==> src/rtl/fhc_pkg.sv <==
package fhc_pkg;

  typedef enum logic [1:0] {
    TX_IDLE,
    TX_SEND,
    TX_HOLD,
    TX_GAP
  } txState_t;

  typedef enum logic {
    RX_IDLE,
    RX_ACK
  } rxState_t;

  // strobes from control to datapath
  typedef struct packed {
    logic holdLoad;   // latch offered byte into hold register
    logic slotLoad;   // copy hold register onto the data slot
    logic rxTake;     // capture incoming data slot
    logic setRecv;
    logic setEnd;
    logic setAck;
    logic setAbort;
  } fhcStrobe_t;

  localparam int ADDR_CTRL = 0;
  localparam int ADDR_DATA = 1;
  localparam int ADDR_STAT = 2;

  localparam int ST_RECV   = 0;
  localparam int ST_END    = 1;
  localparam int ST_ACK    = 2;
  localparam int ST_ABORT  = 3;
  localparam int ST_ACTIVE = 4;

endpackage

==> src/rtl/fhc_ctrl.sv <==
module fhc_ctrl
  import fhc_pkg::*;
#(
  parameter int ABORT_FRAMES = 2,
  parameter int EOM_FRAMES   = 2
) (
  input  logic       clk,
  input  logic       rst,
  input  logic       frameStrobe,
  input  logic       mxIn,
  input  logic       mrIn,
  input  logic       txEn,
  input  logic       rxEn,
  input  logic       wrSend,
  input  logic       wrEnd,
  output logic       mxOut,
  output logic       mrOut,
  output logic       txActive,
  output fhcStrobe_t stb
);

  localparam int ACW = $clog2(ABORT_FRAMES + 1);
  localparam int ECW = $clog2(EOM_FRAMES + 1);
  localparam logic [ACW-1:0] ABORT_LAST = ACW'(ABORT_FRAMES - 1);
  localparam logic [ECW-1:0] EOM_LAST   = ECW'(EOM_FRAMES - 1);

  txState_t       txState;
  rxState_t       rxState;
  logic           sendPend;
  logic           endPend;
  logic           skipFirst;
  logic [ACW-1:0] mrHighCnt;
  logic [ECW-1:0] mxHighCnt;
  logic           mxReg;
  logic           mrReg;
  logic           prevMx;
  logic           activeReg;

  logic canAccept;
  logic endAccept;
  logic sendCheck;
  logic mxFall;

  // ---------------- transmit decisions ----------------
  assign canAccept = txEn && !sendPend &&
                     (txState == TX_IDLE || txState == TX_HOLD);
  assign endAccept = txEn && !sendPend && (txState == TX_HOLD);
  assign sendCheck = frameStrobe && txEn && (txState == TX_SEND) && !skipFirst;

  // ---------------- receive decisions ----------------
  assign mxFall = prevMx && !mxIn;

  always_comb begin
    stb          = '0;
    stb.holdLoad = wrSend && canAccept;
    stb.slotLoad = frameStrobe && txEn &&
                   ((txState == TX_IDLE && sendPend) || txState == TX_GAP);
    stb.setAck   = sendCheck && !mrIn;
    stb.setAbort = sendCheck && mrIn && (mrHighCnt == ABORT_LAST);
    stb.rxTake   = frameStrobe && rxEn && mxFall;
    stb.setRecv  = stb.rxTake;
    stb.setEnd   = frameStrobe && rxEn && (rxState == RX_ACK) && mxIn &&
                   (mxHighCnt == EOM_LAST);
  end

  // ---------------- transmit state machine ----------------
  always_ff @(posedge clk) begin
    if (rst) begin
      txState   <= TX_IDLE;
      sendPend  <= 1'b0;
      endPend   <= 1'b0;
      skipFirst <= 1'b0;
      mrHighCnt <= '0;
      mxReg     <= 1'b1;
      activeReg <= 1'b0;
    end else if (!txEn) begin
      txState   <= TX_IDLE;
      sendPend  <= 1'b0;
      endPend   <= 1'b0;
      skipFirst <= 1'b0;
      mrHighCnt <= '0;
      mxReg     <= 1'b1;
      activeReg <= 1'b0;
    end else begin
      if (stb.holdLoad) begin
        sendPend <= 1'b1;
        if (txState == TX_IDLE) activeReg <= 1'b1;
      end
      if (wrEnd && endAccept) endPend <= 1'b1;
      if (frameStrobe) begin
        unique case (txState)
          TX_IDLE: begin
            if (sendPend) begin
              txState   <= TX_SEND;
              sendPend  <= 1'b0;
              mxReg     <= 1'b0;
              skipFirst <= 1'b1;
              mrHighCnt <= '0;
            end
          end
          TX_SEND: begin
            if (skipFirst) begin
              skipFirst <= 1'b0;
            end else if (stb.setAck) begin
              txState   <= TX_HOLD;
              mrHighCnt <= '0;
            end else if (stb.setAbort) begin
              txState   <= TX_IDLE;
              mxReg     <= 1'b1;
              activeReg <= 1'b0;
              mrHighCnt <= '0;
            end else begin
              mrHighCnt <= mrHighCnt + 1'b1;
            end
          end
          TX_HOLD: begin
            if (sendPend) begin
              txState  <= TX_GAP;
              sendPend <= 1'b0;
              mxReg    <= 1'b1;
            end else if (endPend) begin
              txState   <= TX_IDLE;
              endPend   <= 1'b0;
              mxReg     <= 1'b1;
              activeReg <= 1'b0;
            end
          end
          TX_GAP: begin
            txState   <= TX_SEND;
            mxReg     <= 1'b0;
            skipFirst <= 1'b1;
            mrHighCnt <= '0;
          end
          default: txState <= TX_IDLE;
        endcase
      end
    end
  end

  // ---------------- receive state machine ----------------
  always_ff @(posedge clk) begin
    if (rst) begin
      prevMx <= 1'b1;
    end else if (frameStrobe) begin
      prevMx <= mxIn;
    end
  end

  always_ff @(posedge clk) begin
    if (rst || !rxEn) begin
      rxState   <= RX_IDLE;
      mxHighCnt <= '0;
      mrReg     <= 1'b1;
    end else if (frameStrobe) begin
      if (stb.rxTake) begin
        rxState   <= RX_ACK;
        mrReg     <= 1'b0;
        mxHighCnt <= '0;
      end else if (rxState == RX_ACK) begin
        if (stb.setEnd) begin
          rxState   <= RX_IDLE;
          mrReg     <= 1'b1;
          mxHighCnt <= '0;
        end else if (mxIn) begin
          mxHighCnt <= mxHighCnt + 1'b1;
        end else begin
          mxHighCnt <= '0;
        end
      end
    end
  end

  assign mxOut    = mxReg | ~txEn;
  assign mrOut    = mrReg | ~rxEn;
  assign txActive = activeReg;

endmodule

==> src/rtl/fhc_datapath.sv <==
module fhc_datapath
  import fhc_pkg::*;
#(
  parameter int DATA_W = 8,
  parameter int ADDR_W = 2
) (
  input  logic              clk,
  input  logic              rst,
  input  logic              regWrEn,
  input  logic              regRdEn,
  input  logic [ADDR_W-1:0] regAddr,
  input  logic [DATA_W-1:0] regWrData,
  input  logic [DATA_W-1:0] slotDataIn,
  input  fhcStrobe_t        stb,
  input  logic              txActive,
  output logic [DATA_W-1:0] slotDataOut,
  output logic              txEn,
  output logic              rxEn,
  output logic              wrSend,
  output logic              wrEnd,
  output logic [DATA_W-1:0] regRdData
);

  localparam int FLAG_N = 4;

  logic [DATA_W-1:0] holdByte;
  logic [DATA_W-1:0] slotByte;
  logic [DATA_W-1:0] rxByte;
  logic [FLAG_N-1:0] flags;
  logic [FLAG_N-1:0] flagSet;
  logic [DATA_W-1:0] rdNext;
  logic              readClear;
  logic              ctrlWr;

  assign ctrlWr    = regWrEn && (regAddr == ADDR_W'(ADDR_CTRL));
  assign wrSend    = regWrEn && (regAddr == ADDR_W'(ADDR_DATA));
  assign wrEnd     = regWrEn && (regAddr == ADDR_W'(ADDR_STAT)) && regWrData[0];
  assign readClear = regRdEn && (regAddr == ADDR_W'(ADDR_STAT));

  assign flagSet[ST_RECV]  = stb.setRecv;
  assign flagSet[ST_END]   = stb.setEnd;
  assign flagSet[ST_ACK]   = stb.setAck;
  assign flagSet[ST_ABORT] = stb.setAbort;

  always_ff @(posedge clk) begin
    if (rst) begin
      txEn <= 1'b0;
      rxEn <= 1'b0;
    end else if (ctrlWr) begin
      txEn <= regWrData[0];
      rxEn <= regWrData[1];
    end
  end

  always_ff @(posedge clk) begin
    if (rst) begin
      holdByte <= '0;
      slotByte <= '0;
      rxByte   <= '0;
    end else begin
      if (stb.holdLoad) holdByte <= regWrData;
      if (stb.slotLoad) slotByte <= holdByte;
      if (stb.rxTake)   rxByte   <= slotDataIn;
    end
  end

  // sticky flags: a set in the same cycle as a clearing read wins
  for (genvar i = 0; i < FLAG_N; i++) begin : g_flag
    always_ff @(posedge clk) begin
      if (rst) flags[i] <= 1'b0;
      else     flags[i] <= flagSet[i] | (flags[i] & ~readClear);
    end
  end

  always_comb begin
    rdNext = '0;
    if (regAddr == ADDR_W'(ADDR_CTRL)) begin
      rdNext[0] = txEn;
      rdNext[1] = rxEn;
    end else if (regAddr == ADDR_W'(ADDR_DATA)) begin
      rdNext = rxByte;
    end else if (regAddr == ADDR_W'(ADDR_STAT)) begin
      rdNext[FLAG_N-1:0] = flags;
      rdNext[ST_ACTIVE]  = txActive;
    end
  end

  always_ff @(posedge clk) begin
    if (rst)          regRdData <= '0;
    else if (regRdEn) regRdData <= rdNext;
  end

  assign slotDataOut = slotByte;

endmodule

==> src/rtl/frame_hs_channel.sv <==
module frame_hs_channel
  import fhc_pkg::*;
#(
  parameter int DATA_W       = 8,
  parameter int ADDR_W       = 2,
  parameter int ABORT_FRAMES = 2,
  parameter int EOM_FRAMES   = 2
) (
  input  logic              clk,
  input  logic              rst,
  input  logic              frameStrobe,
  input  logic              slotMxIn,
  input  logic              slotMrIn,
  input  logic [DATA_W-1:0] slotDataIn,
  output logic              slotMxOut,
  output logic              slotMrOut,
  output logic [DATA_W-1:0] slotDataOut,
  input  logic              regWrEn,
  input  logic              regRdEn,
  input  logic [ADDR_W-1:0] regAddr,
  input  logic [DATA_W-1:0] regWrData,
  output logic [DATA_W-1:0] regRdData
);

  fhcStrobe_t stb;
  logic       txEn;
  logic       rxEn;
  logic       wrSend;
  logic       wrEnd;
  logic       txActive;

  fhc_ctrl #(
    .ABORT_FRAMES(ABORT_FRAMES),
    .EOM_FRAMES  (EOM_FRAMES)
  ) u_ctrl (
    .clk        (clk),
    .rst        (rst),
    .frameStrobe(frameStrobe),
    .mxIn       (slotMxIn),
    .mrIn       (slotMrIn),
    .txEn       (txEn),
    .rxEn       (rxEn),
    .wrSend     (wrSend),
    .wrEnd      (wrEnd),
    .mxOut      (slotMxOut),
    .mrOut      (slotMrOut),
    .txActive   (txActive),
    .stb        (stb)
  );

  fhc_datapath #(
    .DATA_W(DATA_W),
    .ADDR_W(ADDR_W)
  ) u_dp (
    .clk        (clk),
    .rst        (rst),
    .regWrEn    (regWrEn),
    .regRdEn    (regRdEn),
    .regAddr    (regAddr),
    .regWrData  (regWrData),
    .slotDataIn (slotDataIn),
    .stb        (stb),
    .txActive   (txActive),
    .slotDataOut(slotDataOut),
    .txEn       (txEn),
    .rxEn       (rxEn),
    .wrSend     (wrSend),
    .wrEnd      (wrEnd),
    .regRdData  (regRdData)
  );

endmodule

==> config.mk <==
export PLATFORM = sky130hd
export DESIGN_NAME = frame_hs_channel
export DESIGN_NICKNAME = d
export VERILOG_FILES = /design/src/rtl/fhc_pkg.sv /design/src/rtl/fhc_ctrl.sv /design/src/rtl/fhc_datapath.sv /design/src/rtl/frame_hs_channel.sv
export SDC_FILE = /design/constraint.sdc
export NUM_CORES = 1
export LEC_CHECK = 0
export BUFFER_PORTS_ARGS = -buffer_cell sky130_fd_sc_hd__buf_2
export CORE_MARGIN = 3
export CORE_UTILIZATION = 54
export DETAILED_ROUTE_END_ITERATION = 6
export HOLD_SLACK_MARGIN = 0.08
export PLACE_DENSITY = 0.8
export SLEW_MARGIN = 30
export SYNTH_ARGS = -nofsm -noshare
export SYNTH_HDL_FRONTEND = slang
export SYNTH_SLANG_ARGS = --single-unit
==> constraint.sdc <==
create_clock -name clk -period 2 [get_ports clk]
set_input_delay 0 -clock clk [delete_from_list [all_inputs] [get_ports clk]]
set_output_delay 0 -clock clk [all_outputs]
set_load 0.01 [all_outputs]
==> results of run 1 <==
critical path, cell delays in order (launching register included):
cell,delay [ns]
dfxtp_1,0.40
inv_1,0.10
ha_1,0.27
nor2b_2,0.19
or4b_4,0.50
a32oi_1,0.20
a21oi_1,0.10
worst paths after layout:
check | slack [ns] | depth (start not counted) | endpoint | startpoint
hold reg to reg | 0.46 | 2 | u_dp.rxByte[0]$_SDFFE_PP0P_ | u_dp.rxByte[0]$_SDFFE_PP0P_
setup / recovery | 0.13 | 6 | u_ctrl.mrHighCnt[1]$_SDFFE_PP0P_ | u_ctrl.txState[0]$_SDFFE_PP0P_
setup reg to reg | 0.13 | 6 | u_ctrl.mrHighCnt[1]$_SDFFE_PP0P_ | u_ctrl.txState[0]$_SDFFE_PP0P_
hold / removal | 0.09 | 3 | u_dp.regRdData[7]$_SDFFE_PP0P_ | regRdEn
kinds of logic (layout without fill, tap and decap cells):
family                   Yosys count  in the layout  synth area share (%)
flip-flops                        52             52                  46.0
AND/OR/NAND/NOR                  103            103                  23.3
multiplexers                      22             22                  9.74
AO/OA/AOI/OAI                     50             50                  13.2
buffers and inverters             22             79                  4.37
adder cells (fa/ha/maj)            6              6                  3.32
per-stage QoR:
stage / utilization, % / hold WS (ns) / setup WS [ns]
CTS: 72.1 / 0.0876 / 0.171
floorplan: - / 0.136 / 0.347
global route: 72.1 / 0.110 / 0.0654
finish: 72.1 / 0.0889 / 0.125
global placement: 64.6 / 0.235 / 0.270
detailed placement: 64.6 / 0.249 / 0.181
synthesized netlist by cell type, types with 2 or more instances:
cell / count
a21oi_1: 27
a22oi_1: 3
and4_1: 2
inv_1: 9
o21ai_0: 6
nand3_1: 6
nor2b_1: 4
buf_2: 4
mux2i_1: 22
nand4_1: 3
a32oi_1: 2
nand2b_1: 7
clkbuf_1: 7
dfxtp_1: 52
a211oi_1: 6
and2b_1: 2
nand4b_1: 2
or3_1: 3
ha_1: 6
nor2_1: 30
nor3_1: 3
nand2_1: 30
routing by layer:
| metal | GRT usage, % | up-vias |
|---|---|---|
| li1 | - | 999 |
| met4 | 5.01 | 0 |
| met1 | 26.5 | 872 |
| met3 | 5.40 | 6 |
| met5 | 0 | - |
| met2 | 34.6 | 56 |
flip-flops by register name, summed over array words and instances (netlist names):
name,count
u_ctrl.mrHighCnt,2
u_ctrl.txState,2
u_dp.rxByte,8
u_dp.regRdData,8
u_ctrl.sendPend,1
u_ctrl.txActive,1
u_dp.rxEn,1
u_dp.slotDataOut,8
u_ctrl.mxHighCnt,2
u_ctrl.mrReg,1
u_dp.txEn,1
u_ctrl.prevMx,1
u_dp.flags,4
u_ctrl.mxReg,1
u_dp.holdByte,8
u_ctrl.skipFirst,1
u_ctrl.rxState,1
u_ctrl.endPend,1
cell type report:
cell class / instances / share of cell area (%)
Tap cell: 48 / 2.16
Inverter: 9 / 1.22
Clock buffer: 5 / 2.48
Clock inverter: 1 / 1.08
Sequential cell: 52 / 37.5
Timing Repair Buffer: 64 / 15.2
Multi-Input combinational cell: 181 / 40.4
power by group:
part | total, µW | internal (µW) | switching (µW) | leakage (µW)
combinational | 125 | 61.9 | 63.0 | 0.000598
sequential | 1050 | 1040 | 5.75 | 0.000420
clock | 684 | 359 | 324 | 0.0000501
repair_timing:
action,in CTS,in global routing
resized for setup,0,0
hold buffers,19,0
endpoints found under the hold margin,26,0
setup endpoints to repair,0,0
==> summary.txt, run 1 <==
Logic synthesis
  – FF+latch count, synth: 52
  – Post-synth EDFFs: 0
  – Syn Inst Count: 255
  – Largest cells by area after synthesis: dfxtp_1, mux2i_1, a21oi_1
  – Synthesized Nets: 286
  – Netlist Area Pre-Place: 2260 µm²
  – Synth Warn #: 0
  – Top FF cell, synth: dfxtp_1
  – FFs w/ async S/R, synth: 0%
  – Count of cell types in the netlist: between 40 and 50
  – Area leader, netlist: dfxtp_1
  – Share of the synthesized area in the top cell type: 46.0%
  – Register area share after synthesis: a little under half
  – Avg Inst Size Synth: ~9 µm²

Global route
  – Initial antenna violation count: 0
  – Global route total overflow: 0
  – Vias in the first global route: 1,829
  – First-pass GRT wire length: between 8000 and 9000 µm
  – Pin count of the biggest net entering global routing: 28
  – GRT Resource Usage Total: 20.6%

Detailed routing
  – Met1 WL: 2230 µm
  – Detail Route met2 WL: around 2400 µm
  – DR iter-0 viols: 136
  – Vias per cell: roughly 5.4
  – Drt first pass iters: 4
  – Detailed-route DRC error count: 0
  – Via count: about 1,900
  – Remaining antenna violation count after routing: 0
  – Post-DR wirelength/cell: 13.7 µm
  – Drt total wl: 4940 µm
  – Routed length on met3: roughly 270 µm
  – Max Used Layer: met4

STA
  – Final period utilization: 93.7%
  – Final hold vios: 0
  – Max Clock Skew: approximately 0.0053 ns
  – Final setup fails: 0
  – Worst-Margin Slew: 0.472 ns
  – Slew Limit Fails: 0
  – RSZ-0062 raised after global routing: no
  – Minimum clock period after layout: between 1.5 and 2 ns
  – Slew headroom: 68.5%
  – Max Fclk: 0.533 GHz
  – Setup TNS: 0 ns

Job
  – Max-capacitance violation count: 0

Power
  – Leak: approximately 0.0011 µW
  – Pwr/cell area: 669 nW/µm²
  – Total power: between 1500 and 2000 µW
  – Maximum VDD drop: 0.000562 V

Clocking
  – CTS Buf Count: 5
  – Clock Pin Slew Worst Setup and Hold Paths: 0.09 ns
  – Clk root buf: clkbuf_8
  – H-tree depth: 2
  – CTS tree: built
  – CTS sink cnt: 52
  – Skew-Pair Late Insertion Delay: ~0.31 ns
  – Setup Buffers After CTS: 0
  – CTS Buffer Depth: 2

Cells and area
  – Layout cells sized above 1: 18.9%
  – Nets@finish: 344
  – Most frequent cells in the layout: dfxtp_1, buf_2, nand2_1, nor2_1, a21oi_1
  – Area growth syn-to-layout: 22.9%
  – Fillers: 303
  – Non-Filler Instances: 360
  – Area of the multi-input gates: 1120 µm²
  – Fin area: about 2800 µm²
  – Most common cell after layout, fill and taps aside: dfxtp_1
  – Diodes inserted: 0
  – Sequential Area: 1040 µm²

Floorplanning
  – Core Box Area: 3850 µm²
  – Chip width: between 70 and 80 µm
  – I/O pins: 43
  – Die H: between 70 and 80 µm
  – # rows: 22
  – Die Area: 5000 µm²
  – Starting Density: 58.7%

Placement
  – Gpl congestion: around 0.8
  – Cell Area, Placed: 2490 µm²
  – Placed insts: 335
  – I/O Buffers: 42
  – Dpl hpwl: 3220 µm

Run status
  – Status: finished, final reports clean

Critical path
  – Crit start category: flip-flop
  – Setup CP Type: flip-flop to flip-flop
  – Worst Path Required: ~2.2 ns
  – Worst-path fanout max: 6
  – CP endpoint kind: flip-flop
  – CP arrival: between 2 and 2.5 ns

Min path
  – HP Class: primary input to flip-flop
Note: power is estimated with default switching activity, not from simulation.
==> inputs of run 2 (changes only) <==
--- a/config.mk
+++ b/config.mk
@@ -7,10 +7,10 @@
 export LEC_CHECK = 0
 export BUFFER_PORTS_ARGS = -buffer_cell sky130_fd_sc_hd__buf_2
 export CORE_MARGIN = 3
-export CORE_UTILIZATION = 54
+export CORE_UTILIZATION = 49
 export DETAILED_ROUTE_END_ITERATION = 6
 export HOLD_SLACK_MARGIN = 0.08
-export PLACE_DENSITY = 0.8
+export PLACE_DENSITY = 0.77
 export SLEW_MARGIN = 30
 export SYNTH_ARGS = -nofsm -noshare
 export SYNTH_HDL_FRONTEND = slang
==> constraint.sdc (replaced) <==
create_clock -name clk -period 1.7 [get_ports clk]
set_input_delay 0 -clock clk [delete_from_list [all_inputs] [get_ports clk]]
set_output_delay 0 -clock clk [all_outputs]
set_load 0.01 [all_outputs]
==> run 2 against run 1 <==
Compared with the run above:
- register-to-register slack got worse by 0.06 ns
- power rose by 11%
- largest power group unchanged
- largest cell class unchanged
- non-clock buffer count up 6
==> summary.txt, run 2 (same netlist as run 1, synthesis figures left out) <==
Power
  – Leak: 0.00109 µW (+2.4%)
  – Pwr/cell area: 733 nW/µm² (+9.5%)
  – Maximum VDD drop: 0.000562 V (+0.14%)

Cells and area
  – Fin area: 2830 µm² (+1.8%)
  – Sequential Area: 1040 µm² (+0.24%)
  – Most frequent cells in the layout: dfxtp_1, buf_2, nand2_1, nor2_1, a21oi_1
  – Most common cell after layout, fill and taps aside: dfxtp_1
  – Nets@finish: 350 (+1.7%)
  – Layout cells sized above 1: 21.3% (+2.3 points)
  – Fillers: 381 (+26%)
  – Area growth syn-to-layout: 25.0%
  – Area of the multi-input gates: 1120 µm² (+0.33%)
  – Diodes inserted: 0 (unchanged)

Detailed routing
  – Detailed-route DRC error count: 0 (unchanged)
  – Via count: 1,967 (+1.8%)
  – Post-DR wirelength/cell: 13.0 µm (-5.3%)
  – Vias per cell: 5.29 (-1.5%)
  – DR iter-0 viols: 148 (+8.8%)
  – Remaining antenna violation count after routing: 0 (unchanged)
  – Drt total wl: 4830 µm (-2.2%)
  – Drt first pass iters: 4 (unchanged)

Clocking
  – Setup Buffers After CTS: 0 (unchanged)
  – CTS Buf Count: 5 (unchanged)
  – Clock Pin Slew Worst Setup and Hold Paths: 0.08 ns (about the same)
  – CTS sink cnt: 52 (unchanged)
  – Clk root buf: clkbuf_8
  – CTS Buffer Depth: 2 (unchanged)
  – H-tree depth: 2 (unchanged)
  – Skew-Pair Late Insertion Delay: 0.30 ns (about the same)
  – CTS tree: built

Floorplanning
  – I/O pins: 43 (unchanged)
  – Starting Density: 51.2% (-7.5 points)
  – Die H: 73.9 µm (+4.6%)
  – Chip width: 73.9 µm (+4.6%)
  – Core Box Area: 4410 µm² (+15%)
  – Die Area: 5460 µm² (+9.3%)
  – # rows: 24 (+9.1%)

Placement
  – Cell Area, Placed: 2520 µm² (+1.4%)
  – Dpl hpwl: 3280 µm (+1.9%)
  – Gpl congestion: 0.815 (+0.51%)
  – I/O Buffers: 42 (unchanged)

Global route
  – Initial antenna violation count: 0 (unchanged)
  – Vias in the first global route: 1,848 (+1.0%)
  – GRT Resource Usage Total: 19.2% (-1.4 points)
  – Global route total overflow: 0 (unchanged)
  – Pin count of the biggest net entering global routing: 23 (-18%)
  – First-pass GRT wire length: 8240 µm (-1.6%)

Critical path
  – CP endpoint kind: flip-flop
  – Critical-path top delay cell: or4b_4
  – CP Cell Sequence: inv_1 > ha_1 > nor2b_2 > or4b_4 > a32oi_1 > a21oi_1
  – Worst-path fanout max: 5 (-1)
  – Crit path largest cell delay: 0.49 ns (about the same)
  – CP arrival: 1.81 ns (-0.25 ns)
  – Length in cells of the worst reg-to-reg path: 6 (unchanged)
  – Buf/Inv on CP: 1 (unchanged)
  – R2r endpoint: u_ctrl.mrHighCnt[1]$_SDFFE_PP0P_
  – Worst Path Required: 1.87 ns (-0.32 ns)
  – Crit start category: flip-flop
  – Reg-to-reg setup timing slack: 0.06 ns (-0.06 ns)
  – Largest delay contributor family on the critical path: simple AND/OR/NAND/NOR gates
  – Setup CP Type: flip-flop to flip-flop
  – Crit Reg-Reg Startpoint: u_ctrl.txState[1]$_SDFFE_PP0P_

Min path
  – WHS Endpoint: u_ctrl.mxReg$_SDFFE_PP1P_
  – Worst Hold Path Cells: 3 (unchanged)
  – Hold Path Origin: frameStrobe
  – HP Class: primary input to flip-flop

STA
  – RSZ-0062 raised after global routing: no
  – Slew headroom: 69.0% (+0.47 points)
  – Setup TNS: 0 ns (unchanged)
  – Final hold vios: 0 (unchanged)
  – Worst-Margin Slew: 0.464 ns (-0.00850 ns)
  – Final period utilization: 96.2% (+2.5 points)
  – Max Clock Skew: 0.0115 ns (+0.00624 ns)
  – Minimum clock period after layout: 1.64 ns (-0.239 ns)
  – Final setup fails: 0 (unchanged)
  – Max Fclk: 0.611 GHz (+15%)
  – Slew Limit Fails: 0 (unchanged)

Run status
  – Status: finished, final reports clean

Job
  – Max-capacitance violation count: 0 (unchanged)
run 2: per-layer routing:
layer / track usage, % / wire length [µm] / vias up / part of all wire (%)
li1: - / - / 1006 / -
met2: 31.3 / 2360 / 53 / 49
met4: 7.65 / 76 / 0 / 1.6
met3: 4.79 / 250 / 8 / 5.2
met1: 24.3 / 2150 / 900 / 44
met5: 0 / 0 / - / 0
run 2: worst reg2reg max path, cell delays in order, from the launching register on:
cell     delay (ns)
dfxtp_2        0.37
inv_1          0.07
ha_1           0.19
nor2b_2        0.17
or4b_4         0.49
a32oi_1        0.15
a21oi_1        0.09
run 2: stage by stage:
| stage | power, µW | worst slack, ns | instances | hold WS [ns] | util, % |
|---|---|---|---|---|---|
| 5_1_grt | 2160 | 0.00666 | 372 | 0.139 | 64.0 |
| 4_1_cts | 2100 | 0.0113 | 372 | 0.113 | 63.9 |
| 2_1_floorplan | 1320 | 0.0465 | 255 | 0.136 | - |
| 3_3_place_gp | 1380 | 0.0776 | 343 | 0.236 | 57.2 |
| 3_5_place_dp | 1380 | 0.0255 | 343 | 0.246 | 57.2 |
| 6_report | 2070 | 0.0640 | 372 | 0.122 | 64.0 |
run 2: worst max-delay path by stage:
stage	startpoint	end	slack [ns]	cells after the start
finish	u_ctrl.txState[1]$_SDFFE_PP0P_	u_ctrl.mrHighCnt[1]$_SDFFE_PP0P_	0.06	6
global route	u_ctrl.txState[1]$_SDFFE_PP0P_	u_ctrl.mrHighCnt[1]$_SDFFE_PP0P_	0.007	6
floorplan	u_ctrl.txState[0]$_SDFFE_PP0P_	u_ctrl.mrHighCnt[1]$_SDFFE_PP0P_	0.05	6
detailed placement	u_ctrl.txState[1]$_SDFFE_PP0P_	u_ctrl.mrHighCnt[1]$_SDFFE_PP0P_	0.03	6
CTS	u_ctrl.txState[1]$_SDFFE_PP0P_	u_ctrl.mrHighCnt[1]$_SDFFE_PP0P_	0.01	6
global placement	u_ctrl.txState[1]$_SDFFE_PP0P_	u_ctrl.mrHighCnt[1]$_SDFFE_PP0P_	0.08	6
run 2: area by class of cell:
cell class                 instances  area share, %
tap                               52           2.30
timing repair buffer              70           16.7
multi-input combinational        181           39.8
inverter                           9           1.20
clock buffer                       6           2.57
sequential                        52           36.9
clock inverter                     2          0.487
run 2: report_power, final:
group | switching (µW) | internal (µW)
registers | 6.41 | 1230
clock network | 392 | 294
logic | 73.9 | 76.8
total | 472 | 1600
run 2: timing repair:
| item | 4_1_cts | 5_1_grt |
|---|---|---|
| endpoints found under the hold margin | 34 | 0 |
| endpoints found under the setup margin | 0 | 14 |
| gates resized for setup | 0 | 4 |
| hold buffers | 21 | 0 |
==> inputs of run 3 (changes only) <==
==> constraint.sdc (replaced) <==
create_clock -name clk -period 1.7 [get_ports clk]
set_input_delay 0.085 -clock clk [delete_from_list [all_inputs] [get_ports clk]]
set_output_delay 0.085 -clock clk [all_outputs]
set_load 0.01 [all_outputs]
==> run 3 against run 2 <==
Compared with the run above:
- sequential power is essentially flat
- non-clock buffer count shrank 5
- combinational power shrank 6%
- final cell count shrank 1.3%
- register-to-register slack is essentially flat
- setup slack gained 0.0025 ns
- critical endpoint unchanged
- first-iteration DRC count shrank 9.5%
- global-route usage shrank 0.37 points
- die area is the same
- count of clock-buffer cells in the layout is the same
==> summary.txt, run 3 (same netlist as run 1, synthesis figures left out) <==
Detailed routing
  – Drt total wl: 4800 µm (-0.75%)
  – Vias per cell: 5.29 (about the same)
  – Detailed-route DRC error count: 0 (unchanged)
  – Via count: 1,942 (-1.3%)
  – DR iter-0 viols: 134 (-9.5%)
  – Post-DR wirelength/cell: 13.1 µm (+0.61%)
  – Remaining antenna violation count after routing: 0 (unchanged)
  – Drt first pass iters: 4 (unchanged)

Global route
  – Global routing usage on met2: 30.6% (-0.69 points)
  – Pin count of the biggest net entering global routing: 23 (unchanged)
  – M3 GR Usage: 4.79% (unchanged)
  – First-pass GRT wire length: 8100 µm (-1.7%)
  – Busiest layer in global routing: met2
  – Global route total overflow: 0 (unchanged)
  – Vias in the first global route: 1,807 (-2.2%)
  – Met1 Usage GRT: 23.9% (-0.42 points)
  – GRT Resource Usage Total: 18.8% (-0.37 points)
  – Initial antenna violation count: 0 (unchanged)

STA
  – Final setup fails: 0 (unchanged)
  – Slew headroom: 69.7% (+0.69 points)
  – Minimum clock period after layout: 1.63 ns (-0.00254 ns)
  – Max Clock Skew: 0.0131 ns (+0.00154 ns)
  – Final hold vios: 0 (unchanged)
  – Setup TNS: 0 ns (unchanged)
  – Slew Limit Fails: 0 (unchanged)
  – Max Fclk: 0.612 GHz (+0.16%)
  – Final period utilization: 96.1% (-0.15 points)
  – Worst-Margin Slew: 0.453 ns (-0.0104 ns)
  – RSZ-0062 raised after global routing: no

Floorplanning
  – Die Area: 5460 µm² (unchanged)
  – Chip width: 73.9 µm (unchanged)
  – Core Box Area: 4410 µm² (unchanged)
  – Die H: 73.9 µm (unchanged)
  – I/O pins: 43 (unchanged)
  – Starting Density: 51.2% (unchanged)
  – # rows: 24 (unchanged)

Critical path
  – CP endpoint kind: flip-flop
  – Worst Path Required: 1.88 ns (about the same)
  – Crit start category: flip-flop
  – CP arrival: 1.81 ns (about the same)
  – Setup CP Type: flip-flop to flip-flop
  – Worst-path fanout max: 5 (unchanged)

Placement
  – Placed insts: 343 (unchanged)
  – I/O Buffers: 42 (unchanged)
  – Dpl hpwl: 3280 µm (unchanged)
  – Gpl congestion: 0.815 (unchanged)

Clocking
  – CTS Buf Count: 5 (unchanged)
  – CTS Buffer Depth: 2 (unchanged)
  – CTS tree: built
  – Clock Pin Slew Worst Setup and Hold Paths: 0.10 ns (+0.02 ns)
  – Setup Buffers After CTS: 0 (unchanged)
  – Skew-Pair Late Insertion Delay: 0.30 ns (about the same)
  – CTS sink cnt: 52 (unchanged)
  – H-tree depth: 2 (unchanged)
  – Clk root buf: clkbuf_8

Power
  – Total power: 2070 µW (about the same)
  – Maximum VDD drop: 0.000562 V (about the same)
  – Leak: 0.00107 µW (-2.1%)
  – Internal Power: 1590 µW (-0.42%)
  – Sequential Power Share: 59.6% (about the same)
  – Sw frac: 23.1% (+0.33 points)
  – Logic pwr share: 6.9% (-0.4 points)
  – NetSw: 479 µW (+1.5%)
  – Clk pwr share: 33.5% (+0.4 points)
  – Pwr/cell area: 746 nW/µm² (+1.8%)

Job
  – Max-capacitance violation count: 0 (unchanged)

Cells and area
  – Layout cells sized above 1: 21.6% (+0.34 points)
  – Fillers: 383 (+0.52%)
  – Nets@finish: 345 (-1.4%)
  – Most frequent cells in the layout: dfxtp_1, buf_2, nand2_1, nor2_1, a21oi_1
  – Most common cell after layout, fill and taps aside: dfxtp_1
  – Area growth syn-to-layout: 22.8%
  – Non-Filler Instances: 367 (-1.3%)
  – Diodes inserted: 0 (unchanged)

Run status
  – Status: finished, final reports clean

Min path
  – HP Class: primary input to flip-flop
## run 3: changes by cell type in the layout (fill, tap and decap cells not counted)
cell and delta:
dlygate4sd3_1 -5
## run 3: timing repair
action,in CTS,in global routing
resized for setup,0,4
hold buffers,16,0
endpoints found under the hold margin,17,0
endpoints found under the setup margin,0,14
## run 3: per-layer routing
| metal | vias up | part of all wire [%] |
|---|---|---|
| met3 | 10 | 5.5 |
| met5 | - | 0 |
| met1 | 884 | 46 |
| met2 | 52 | 47 |
| li1 | 996 | - |
| met4 | 0 | 1.8 |
## run 3: layout make-up
type                            count  area [µm²]  area share [%]
Inverter                            9        33.8            1.22
Timing Repair Buffer               65         423            15.2
Tap cell                           52        65.1            2.34
Multi-Input combinational cell    181        1120            40.5
Sequential cell                    52        1040            37.6
Clock buffer                        6        72.6            2.61
Clock inverter                      2        13.8           0.496
## run 3: worst paths after layout
| path | slack [ns] | from | cells after the start | to |
|---|---|---|---|---|
| max | 0.07 | u_ctrl.txState[1]$_SDFFE_PP0P_ | 6 | u_ctrl.mrHighCnt[1]$_SDFFE_PP0P_ |
| min | 0.11 | slotMrIn | 3 | u_dp.flags[3]$_SDFF_PP0_ |
| max reg2reg | 0.07 | u_ctrl.txState[1]$_SDFFE_PP0P_ | 6 | u_ctrl.mrHighCnt[1]$_SDFFE_PP0P_ |
| min reg2reg | 0.46 | u_dp.rxByte[4]$_SDFFE_PP0P_ | 2 | u_dp.rxByte[4]$_SDFFE_PP0P_ |
## run 3: per-stage QoR
stage          area (µm²)  utilization, %  setup WS [ns]  hold slack [ns]
2_1_floorplan        2260               -         0.0465            0.221
3_3_place_gp         2520            57.2         0.0776            0.321
3_5_place_dp         2520            57.2         0.0255            0.331
4_1_cts              2770            62.8         0.0113           0.0951
5_1_grt              2780            62.9        0.00666            0.107
6_report             2780            62.9         0.0665            0.107
## run 3: power by group through the flow
stage | Clock, µW | Sequential (µW) | Combinational, µW
after floorplan | 0 | 1270 | 58.5
after global placement | 0 | 1260 | 112
after detailed placement | 0 | 1260 | 112
after CTS | 717 | 1240 | 141
after global routing | 760 | 1240 | 158
final | 694 | 1230 | 142
## run 3: worst max-delay path, stage by stage, from the launching register on
cell	delay, ns
dfxtp_2	0.37
inv_1	0.07
ha_1	0.19
nor2b_2	0.17
or4b_4	0.49
a32oi_1	0.15
a21oi_1	0.09
